### src/rtl/ssp_pkg.sv
package ssp_pkg;

    localparam int unsigned DATA_W   = 64;
    localparam int unsigned HALF_W   = 32;
    localparam int unsigned ADDR_W   = 12;
    localparam logic [ADDR_W-1:0] SSP_ADDR = 12'h011;
    localparam int unsigned WIDE_LSB = 3;
    localparam int unsigned NARR_LSB = 2;

    typedef enum logic [2:0] {
        PRIV_U  = 3'b000,
        PRIV_S  = 3'b001,
        PRIV_M  = 3'b011,
        PRIV_VU = 3'b100,
        PRIV_VS = 3'b101
    } priv_e;

    typedef enum logic [1:0] {
        EXC_NONE    = 2'd0,
        EXC_ILLEGAL = 2'd1,
        EXC_VIRTUAL = 2'd2
    } exc_e;

    typedef struct packed {
        logic m_en;
        logic h_en;
        logic s_en;
    } enables_t;

    typedef struct packed {
        logic              valid;
        exc_e              exc;
        logic [DATA_W-1:0] data;
    } rsp_t;

    // View of a pointer value legal under the given XLEN
    function automatic logic [DATA_W-1:0] legal_view(input logic [DATA_W-1:0] v,
                                                     input logic wide);
        logic [DATA_W-1:0] r;
        r = '0;
        if (wide) begin
            r[DATA_W-1:WIDE_LSB] = v[DATA_W-1:WIDE_LSB];
        end else begin
            r[HALF_W-1:NARR_LSB] = v[HALF_W-1:NARR_LSB];
        end
        return r;
    endfunction

endpackage

### src/rtl/ssp_access_gate.sv
module ssp_access_gate
    import ssp_pkg::*;
(
    input  priv_e    priv,
    input  enables_t en,
    output exc_e     exc
);
    always_comb begin
        exc = EXC_NONE;
        case (priv)
            PRIV_M:  exc = EXC_NONE;
            PRIV_S:  if (!en.m_en) exc = EXC_ILLEGAL;
            PRIV_U:  if (!en.m_en || !en.s_en) exc = EXC_ILLEGAL;
            PRIV_VS: begin
                if (!en.m_en)      exc = EXC_ILLEGAL;
                else if (!en.h_en) exc = EXC_VIRTUAL;
            end
            PRIV_VU: begin
                if (!en.m_en)                    exc = EXC_ILLEGAL;
                else if (!en.h_en || !en.s_en)   exc = EXC_VIRTUAL;
            end
            default: exc = EXC_ILLEGAL;
        endcase
    end
endmodule

### src/rtl/ssp_store.sv
module ssp_store
    import ssp_pkg::*;
(
    input  logic              clk,
    input  logic              rst,
    input  logic              we,
    input  logic              wide,
    input  logic [DATA_W-1:0] wdata,
    output logic [DATA_W-1:0] q
);
    always_ff @(posedge clk) begin
        if (rst) begin
            q <= '0;
        end else if (we) begin
            q <= legal_view(wdata, wide);
        end
    end
endmodule

### src/rtl/ssp_resp_reg.sv
module ssp_resp_reg
    import ssp_pkg::*;
(
    input  logic clk,
    input  logic rst,
    input  rsp_t d,
    output rsp_t q
);
    always_ff @(posedge clk) begin
        if (rst) begin
            q <= '{valid: 1'b0, exc: EXC_NONE, data: '0};
        end else begin
            q <= d;
        end
    end
endmodule

### src/rtl/shstk_ptr_csr.sv
module shstk_ptr_csr
    import ssp_pkg::*;
(
    input  logic        clk,
    input  logic        rst,
    input  logic        req_valid,
    input  logic        req_write,
    input  logic [11:0] req_addr,
    input  logic [63:0] req_wdata,
    input  logic [2:0]  req_priv,
    input  logic        req_xlen64,
    input  logic        en_machine,
    input  logic        en_hyper,
    input  logic        en_super,
    output logic        rsp_valid,
    output logic [1:0]  rsp_exc,
    output logic [63:0] rsp_rdata
);
    logic              hit;
    exc_e              exc_c;
    enables_t          en_c;
    logic              do_write;
    logic [DATA_W-1:0] store_q;
    rsp_t              rsp_d;
    rsp_t              rsp_q;

    assign hit  = req_valid && (req_addr == SSP_ADDR);
    assign en_c = '{m_en: en_machine, h_en: en_hyper, s_en: en_super};

    ssp_access_gate u_gate (
        .priv (priv_e'(req_priv)),
        .en   (en_c),
        .exc  (exc_c)
    );

    assign do_write = hit && req_write && (exc_c == EXC_NONE);

    ssp_store u_store (
        .clk   (clk),
        .rst   (rst),
        .we    (do_write),
        .wide  (req_xlen64),
        .wdata (req_wdata),
        .q     (store_q)
    );

    always_comb begin
        rsp_d.valid = hit;
        rsp_d.exc   = hit ? exc_c : EXC_NONE;
        rsp_d.data  = (hit && exc_c == EXC_NONE) ? legal_view(store_q, req_xlen64) : '0;
    end

    ssp_resp_reg u_resp (
        .clk (clk),
        .rst (rst),
        .d   (rsp_d),
        .q   (rsp_q)
    );

    assign rsp_valid = rsp_q.valid;
    assign rsp_exc   = rsp_q.exc;
    assign rsp_rdata = rsp_q.data;
endmodule

### config.mk
export PLATFORM = sky130hd
export DESIGN_NAME = shstk_ptr_csr
export DESIGN_NICKNAME = d
export VERILOG_FILES = /design/src/rtl/ssp_pkg.sv /design/src/rtl/ssp_access_gate.sv /design/src/rtl/ssp_store.sv /design/src/rtl/ssp_resp_reg.sv /design/src/rtl/shstk_ptr_csr.sv
export SDC_FILE = /design/constraint.sdc
export NUM_CORES = 1
export LEC_CHECK = 0
export BUFFER_PORTS_ARGS = -buffer_cell sky130_fd_sc_hd__buf_2
export CAP_MARGIN = 5
export CELL_PAD_IN_SITES_DETAIL_PLACEMENT = 0
export CELL_PAD_IN_SITES_GLOBAL_PLACEMENT = 1
export CORE_ASPECT_RATIO = 0.75
export CORE_MARGIN = 1.5
export CORE_UTILIZATION = 40
export DETAILED_ROUTE_END_ITERATION = 7
export PLACE_DENSITY_LB_ADDON = 0.15
export SLEW_MARGIN = 10
export SYNTH_ARGS = -nofsm -noshare
export SYNTH_HDL_FRONTEND = slang
export SYNTH_HIERARCHICAL = 1
export SYNTH_SLANG_ARGS = --single-unit
### constraint.sdc
create_clock -name clk -period 3.1 [get_ports clk]
set_input_delay 0.31 -clock clk [delete_from_list [all_inputs] [get_ports clk]]
set_output_delay 0.31 -clock clk [all_outputs]
set_load 0.02 [all_outputs]
# Word-level counts from Yosys, hierarchy flattened
# Cells that the tools add are included.
[op_classes]
n_eq_ne = 5
bitwise_logic = 3
reduce_logical = 15
n_mux = 9
[ops]
columns = ["cell", "n"]
rows = [
  ["two-way mux 32 bit", 1],
  ["equality test 12 x 5 -> 1 bit, second input constant", 1],
  ["case mux 2 bit (5 select lines)", 1],
  ["two-way mux 2 bit", 4],
  ["equality test 3 bit, second input constant", 2],
  ["OR reduction 3 bit", 2],
  ["logical AND 1 bit", 4],
  ["OR reduction 2 bit", 2],
  ["equality test 3 x 1 -> 1 bit, second input constant", 1],
  ["equality test 3 x 2 -> 1 bit, second input constant", 1],
  ["logical NOT 1 bit", 3],
  ["logical NOT 3 bit", 1],
  ["two-way mux 1 bit", 3],
  ["inverter 1 bit", 3],
  ["logical NOT 2 bit", 1],
  ["logical OR 1 bit", 2],
]
[totals]
out_inout_bits = 67
wordCells = 39
regBits = 129
in_bits = 87

# Logic depth before layout (Yosys ltp)
# Gate-level depths: netlist (run 1).
[depth]
word_depth = 9
mapped_depth = 11
ltp_nobuf = 7

# Hierarchy
# Netlist (run 1), hierarchy kept.
[modules_own_cells]
columns = ["mod", "n_inst", "area_each_um2", "seq_area_each_um2", "cells_each"]
rows = [
  ["ssp_store", 1, 2314.7, 1241.2, 243],
  ["ssp_resp_reg", 1, 1816.7, 1341.3, 141],
  ["shstk_ptr_csr", 1, 551.8, 0.0, 86],
  ["ssp_access_gate", 1, 45.0, 0.0, 5],
]

# Worst setup path before layout (run 1)
# No wires, ideal clock.
[synth_path]
path_kind = "input-to-reg"
from = "input req_priv[2]"
to = "register u_store.q[10]"
arrival_ps = 1929
required_ps = 2972
n_path_buf = 4
setup_ps = 128
path_stages = 11
setup_slack_ps = 1043
path_cell_list = "nand2b_1 a21o_1 nor4_1 and4_1 buf_4 buf_4 and2_1 buf_4 buf_6 mux2i_1 nor2_1"
[synth_between]
elab_chain_cells = 4
word_cells_on_any_way = 8
classes_between = "4 x eq/ne; 1 x mux; 3 x reduce/logical"
[synth_lines]
columns = ["element", "line_no", "rtl"]
rows = [
  ["start, declared", "shstk_ptr_csr.sv:10", "input logic [2:0] req_priv,"],
  ["equality test 3 bit (tied with other cells)", "ssp_access_gate.sv:10", "case (priv)"],
  ["case mux 2 bit (5 select lines) *", "ssp_access_gate.sv:10", ""],
  ["net exc_c[0]", "shstk_ptr_csr.sv:20", "exc_e exc_c;"],
  ["logical NOT 2 bit *", "shstk_ptr_csr.sv:36", "assign do_write = hit && req_write && (exc_c == EXC_NONE);"],
  ["logical AND 1 bit *", "shstk_ptr_csr.sv:36", ""],
  ["net do_write", "shstk_ptr_csr.sv:22", "logic do_write;"],
  ["end signal, assigned", "ssp_store.sv:15", "q <= legal_view(wdata, wide);"],
  ["end, declared", "ssp_store.sv:9", "output logic [DATA_W-1:0] q"],
]
# Mark *: on every way through the listed nets, which the timed path passes. The rest lies on a longest branch.
# A chain may end at the register's enable or synchronous reset.

# Worst setup path after layout (run 1)
[layout_path]
from = "input req_priv[2]"
to = "register u_store.q[9]"
# Same word-level chain as after synthesis.

==> results, run 1 <==
- For this run, the share of the core covered by cells in the final layout is between 50% and 60%.
- The number of instances resized during post-cts repair is 0.
- Measured against its own limit, the worst slew margin works out to 33.85%.
- The worst hold slack across all endpoints is about 0.14 ns.
- The routed wire length per instance is approximately 12 microns.
- For this block, the initial DRC count from the detailed router was between 150 and 200.
- The remaining number of nets flagged by the antenna check after routing is 0.
- Setup total negative slack on the finished layout was measured at 0 ns.
- The synthesized cell area is between 4000 and 5000 sq um.
- Setup violations remaining at the end of the flow were counted as 0.
- The area of the die is about 12000 sq um.
- The I/O pin total is 154.
- The worst-case IR drop observed on VDD is 438.5 uV.
- After filler insertion, the fill cell instance count of the layout stands at 1064.
- The antenna diode count is 0.
- The number of placed instances, taps included is roughly 750.
- The period utilization is a little under two thirds.
- In this run the core area contains 34 standard-cell rows.
- Global routing used approximately 16% of the available tracks across all layers.
- In the final design database the tool counted 697 nets.
- The number of hold-slack violations in the final timing report is 0.
- The clock transition time at the flip-flop clock pins of the worst setup and hold paths is about 0.060 ns.
- For this design the ratio of total power to cell area is about 640 nW/um^2.
- The global-route wire length before repair is approximately 16 mm.
- The buffer depth of the longest clock path is 2.
- The floorplan step set the die height to a little under 100 microns.
- The worst setup path is of the input port to register kind.
- The critical path launch point type is an input port.
- The worst setup path is captured at a register.
- The leakage power is between 2 and 3 nW.
- The total design power is between 3 and 4 mW.
- The post-route standard cell area excluding fillers is slightly above 6000 sq um.
- The run finished with clean final reports.
- The floorplan step defined a core boundary enclosing ~12000 sq um.
- In this run the post-CTS setup repair buffer count came out at 0.
- In this run, CTS created clock tree buffers numbering 17.
- The number of hold buffers added after CTS was 0.
- The worst setup skew after layout is 0.003999 ns.
- The transition time at the pin with the least slew margin is roughly 0.99 ns.
- The final number of max-transition violations came to 0.
- The routed layout has 3513 vias.
- The most frequent standard cell in the layout excluding fill and tap cells is buf_2.
- For this configuration, the core starts out at a cell density of approximately two fifths.
- The TritonCTS clock tree is yes.
- The arrival time at the worst endpoint is 2.23 ns.
- The quantity of I/O buffers inserted on ports is 151.
- The depth of the CTS H-tree is 4.
- The clock root buffer is clkbuf_16.
- Timing would allow up to 0.5082 GHz.
- The number of antenna violations at the first check in global routing is 1.
- The via count of the first global-routing pass was 3193.
- The area growth from synthesis to layout is 30.69%.
- The number of remaining DRC errors is 0.
- Clock tree synthesis found a total of 129 sinks.
- The maximum number of pins on one net before global-route repair is between 70 and 80.
- The width of the die is 128.3 microns.
- The final worst-path setup slack is about 1.1 ns.
- The first-pass detailed-route iteration total is 4.
- For this run the aggregate overflow at the end of global routing stands at 0.
- Counting every instance in the synthesized netlist gives around 470.
- The post-layout minimum cycle time is a little under 2 ns.
- Summed over all layers, the routed wires come to ~10 mm.
- The library cells used most frequently in the layout, excluding fill and tap cells, are buf_2, dfxtp_1, nor2b_1.
- The sum of net half-perimeters after detailed placement is approximately 6.0 mm.
- The post-route netlist has 30.82% of its cells at a drive strength greater than 1.
- The number of cells in the finished layout apart from fillers is 785.
- The endpoint required time on the critical path is ~3.4 ns.
- The pre-CTS worst setup slack is between 0.6 and 0.7 ns.
- The worst-skew pair later-pin latency is approximately 0.4 ns.
- The path class of the tightest hold or removal check is input port to register.
- The global placer's final weighted congestion is roughly 0.71.
- Of all nets on the critical path, the largest fanout is 30.
- For this run, the number of Yosys warnings is 6.
- The post-synthesis average cell area is ~10 sq um.
- The detailed-route vias per instance is between 4 and 5.
- The total cell area at the placement stage is roughly 5500 sq um.
- The max-capacitance violation count is 0.
- Setup repair after global routing left no endpoint under its margin.
==> path summary, 6_finish.rpt <==
check                          endpoint  slack [ns]                        from  cells after the start
min reg2reg  u_store/q[44]$_SDFFE_PP0P_        0.46  u_store/q[44]$_SDFFE_PP0P_                      2
max           u_store/q[9]$_SDFFE_PP0P_        1.13                 req_priv[2]                      9
min          u_store/q[13]$_SDFFE_PP0P_        0.14               req_wdata[13]                      3
max reg2reg     u_resp/q[51]$_SDFF_PP0_        2.36  u_store/q[51]$_SDFFE_PP0P_                      2
==> power by group <==
| part | internal, mW | switching (mW) | total [mW] |
|---|---|---|---|
| Clock | 1.47 | 0.718 | 2.19 |
| Combinational | 0.0467 | 0.0601 | 0.107 |
| Sequential | 1.66 | 0.000231 | 1.66 |
| Total | 3.18 | 0.778 | 3.96 |
==> worst max-delay path, cell delays in order <==
cell and delay (ns):
buf_2 0.11, nand2b_1 0.13, a21o_1 0.19, nor4_1 0.17, and4_2 0.32, and2_4 0.49
buf_12 0.24, mux2i_1 0.21, nor2_1 0.05
==> area by class of cell <==
class	instances	area (sq um)	area share [%]
clock buffer	20	456.7	7.420
clock inverter	12	205.2	3.334
inverter	3	11.26	0.1830
multi-input combinational	303	1876	30.47
sequential	129	2582	41.96
tap	162	202.7	3.293
timing repair buffer	156	820.8	13.34
==> metal layers <==
metal  wire length (microns)  part of all wire (%)  vias to the layer above  global-route usage, %
met2                    4282                    44                      110                  23.16
met5                      10                  0.10                        -                      0
met1                    4452                    46                     1575                  20.64
met3                     839                   8.6                       12                  6.914
li1                        -                     -                     1814                      -
met4                     142                   1.5                        2                  7.001
==> registers in the layout, summed over array words and instances, names as in the netlist <==
| signal | count |
|---|---|
| u_store/q | 62 |
| u_resp/q | 67 |
Note: power is estimated with default switching activity, not from simulation.
==> run 2: changes to the inputs <==
CORE_UTILIZATION = 37   (was 40)
clock period = 2 ns   (was 3.1 ns; I/O delays follow)
==> results, run 2 (synthesized netlist as in run 1, its figures left out) <==
- The run finished with clean final reports.
- The setup path with the least slack is of type input port to register.
- Across every metal layer, demand over resource in global routing totals 15.24%.
- The maximum number of pins on one net before global-route repair is 130.
- The path category of the worst min-delay check is input port to register.
- Setup repair after global routing left no endpoint under its margin.
- The DRC marker count from the first detailed-route iteration is 196.
- In the final design database the tool counted between 700 and 800 nets.
- The library cells used most frequently in the layout, excluding fill and tap cells, are buf_2, dfxtp_1, nor2b_1.
- At the worst endpoint, the arrival time is approximately 1.8 ns.
- From synthesis to final layout, the design area changed by 31.32%.
- The relative slew slack is 64.78%.
- No sink is reached through more buffers than the 2 on the longest clock path.
- In this run, CTS created clock tree buffers numbering 17.
- At the pin with the least slew margin, the transition time is about 0.53 ns.
- The clock transition time at the flip-flop clock pins of the worst setup and hold paths is 0.05 ns.
- The pre-antenna-repair detailed-routing pass consisted of 4 iterations.
- The total overflow left after global routing is 0.
- Routability-driven placement finished with a final weighted congestion of roughly 0.73.
- The register ranked first by flip-flop count is u_resp/q.
- Clock latency on the worst-skew pair, taken at its later pin, is ~0.4 ns.
- The largest registers in the layout are u_resp/q: 67 flops, u_store/q: 62 flops.
- The leakage power is about 2.8 nW.
- For this block, the routed nets add up to roughly 10 mm of wire.
- Once layout is complete, the utilization of the core stands at 50.08%.
- For the finished layout, the period the worst path requires is approximately 1.6 ns.
- The worst-case IR drop observed on VDD is 626.5 uV.
- The pre-CTS worst setup slack is 0.01712 ns.
- The number of hold-slack violations in the final timing report came to 0.
- The number of instances resized during post-cts repair is 0.
- The detailed router placed roughly 3500 vias in this run.
- STA puts the critical path data required time at between 2 and 2.5 ns.
- The remaining number of nets flagged by the antenna check after routing is 0.
- The maximum fanout along the worst path is 28.
- Hold is met by 0.02837 ns.
- The routed wire length per instance is 12.63 microns.
- The most frequent standard cell in the layout excluding fill and tap cells is buf_2.
- The core area is 12350 sq um.
- Dividing the detail-routed via count by the number of cells gives 4.419.
- The initial utilization of the core area, before any placement, comes to 38.14%.
- The number of flip-flops under the largest register name is 67.
- The sum of net half-perimeters after detailed placement is about 6.3 mm.
- approximately 150 I/O pins were placed.
- The clock root buffer is clkbuf_16.
- Counting every sink on the clock net gives around 130.
- The final number of max-transition violations is 0.
- During placement, the flow inserted port buffers numbering between 150 and 200.
- The area of the die is roughly 13000 sq um.
- Cells with a size suffix above 1 make up a little under a third of the layout.
- Across the routed clock network, the largest skew measured is between 0.004 and 0.005 ns.
- CTS built an H-tree with a depth of 4.
- The via count of the first global-routing pass came to roughly 3200.
- In this run the vertical extent of the chip is between 100 and 150 microns.
- The worst path uses about 78% of the clock period.
- Max-cap violations in this run came to 0.
- The critical path launch point type is an input port.
- Dividing total power by cell area gives a power density of between 900 and 1000 nW/um^2.
- Adding up every negative setup slack in the final design gives 0 ns.
- After detailed routing, the number of remaining DRC violations is 0.
- Timing would allow up to between 0.6 and 0.7 GHz.
- The TritonCTS clock tree is yes.
- The number of antenna violations at the first check in global routing is 2.
- The number of setup buffers added after CTS is 0.
- Fill cells in the final layout number roughly 1200.
- The cell row count is 35.
- The kind of capture point of the worst setup path is a register.
- The post-cts hold buffer count is 0.
- The global-route wire length before repair is 15.90 mm.
- From left edge to right edge, the die measures between 100 and 150 microns.
- The antenna diode count is 0.
- The final worst-path setup slack is 0.4342 ns.
- The count of final setup violators is 0.
-- run 2: cell types whose count changed in the layout (fill, tap and decap cells not counted) --
cell	delta
buf_4	+4
clkinv_2	+2
buf_12	+1
bufinv_16	-1
clkbuf_1	-1
clkinv_4	-1
clkinvlp_4	+1
-- run 2: final cells by class --
type                       count  area (sq um)  area share (%)
sequential                   129          2582           41.76
multi-input combinational    303          1876           30.33
timing repair buffer         161         870.8           14.08
clock buffer                  19         452.9           7.323
tap                          166         207.7           3.358
clock inverter                13         183.9           2.974
inverter                       3         11.26          0.1821
-- run 2: final timing paths --
path | startpoint | endpoint | slack, ns | cells past startpoint
max | req_priv[0] | u_store/q[6]$_SDFFE_PP0P_ | 0.43 | 9
min | req_wdata[18] | u_store/q[18]$_SDFFE_PP0P_ | 0.03 | 3
max reg2reg | u_store/q[45]$_SDFFE_PP0P_ | u_resp/q[45]$_SDFF_PP0_ | 1.28 | 2
min reg2reg | u_store/q[44]$_SDFFE_PP0P_ | u_store/q[44]$_SDFFE_PP0P_ | 0.46 | 2
-- run 2: worst max-delay path, cell delays in order --
cell,delay (ns)
buf_2,0.11
o21ai_1,0.08
and4b_1,0.20
nor4_1,0.20
and4_2,0.32
and2_4,0.22
buf_12,0.21
mux2i_1,0.23
nor2_1,0.05
-- run 2: routing by layer --
metal / global-route usage, % / part of all wire [%] / up-vias
li1: - / - / 1828
met1: 19.22 / 46 / 1546
met2: 22.84 / 43 / 114
met3: 6.435 / 8.9 / 17
met4: 6.773 / 1.4 / 4
met5: 0 / 0.20 / -
-- run 2: report_power, final --
group	switching (mW)	leakage (nW)	internal [mW]
sequential	0.000595	1.04	2.57
combinational	0.0937	1.42	0.0763
clock	1.14	0.305	2.15
-- run 2: through the flow --
stage	cell area, sq um	instances	total power, mW
floorplan	4713	473	2.701
global placement	5548	762	2.800
detailed placement	5548	762	2.802
CTS	6185	794	6.106
global route	6185	794	6.247
finish	6185	794	6.039
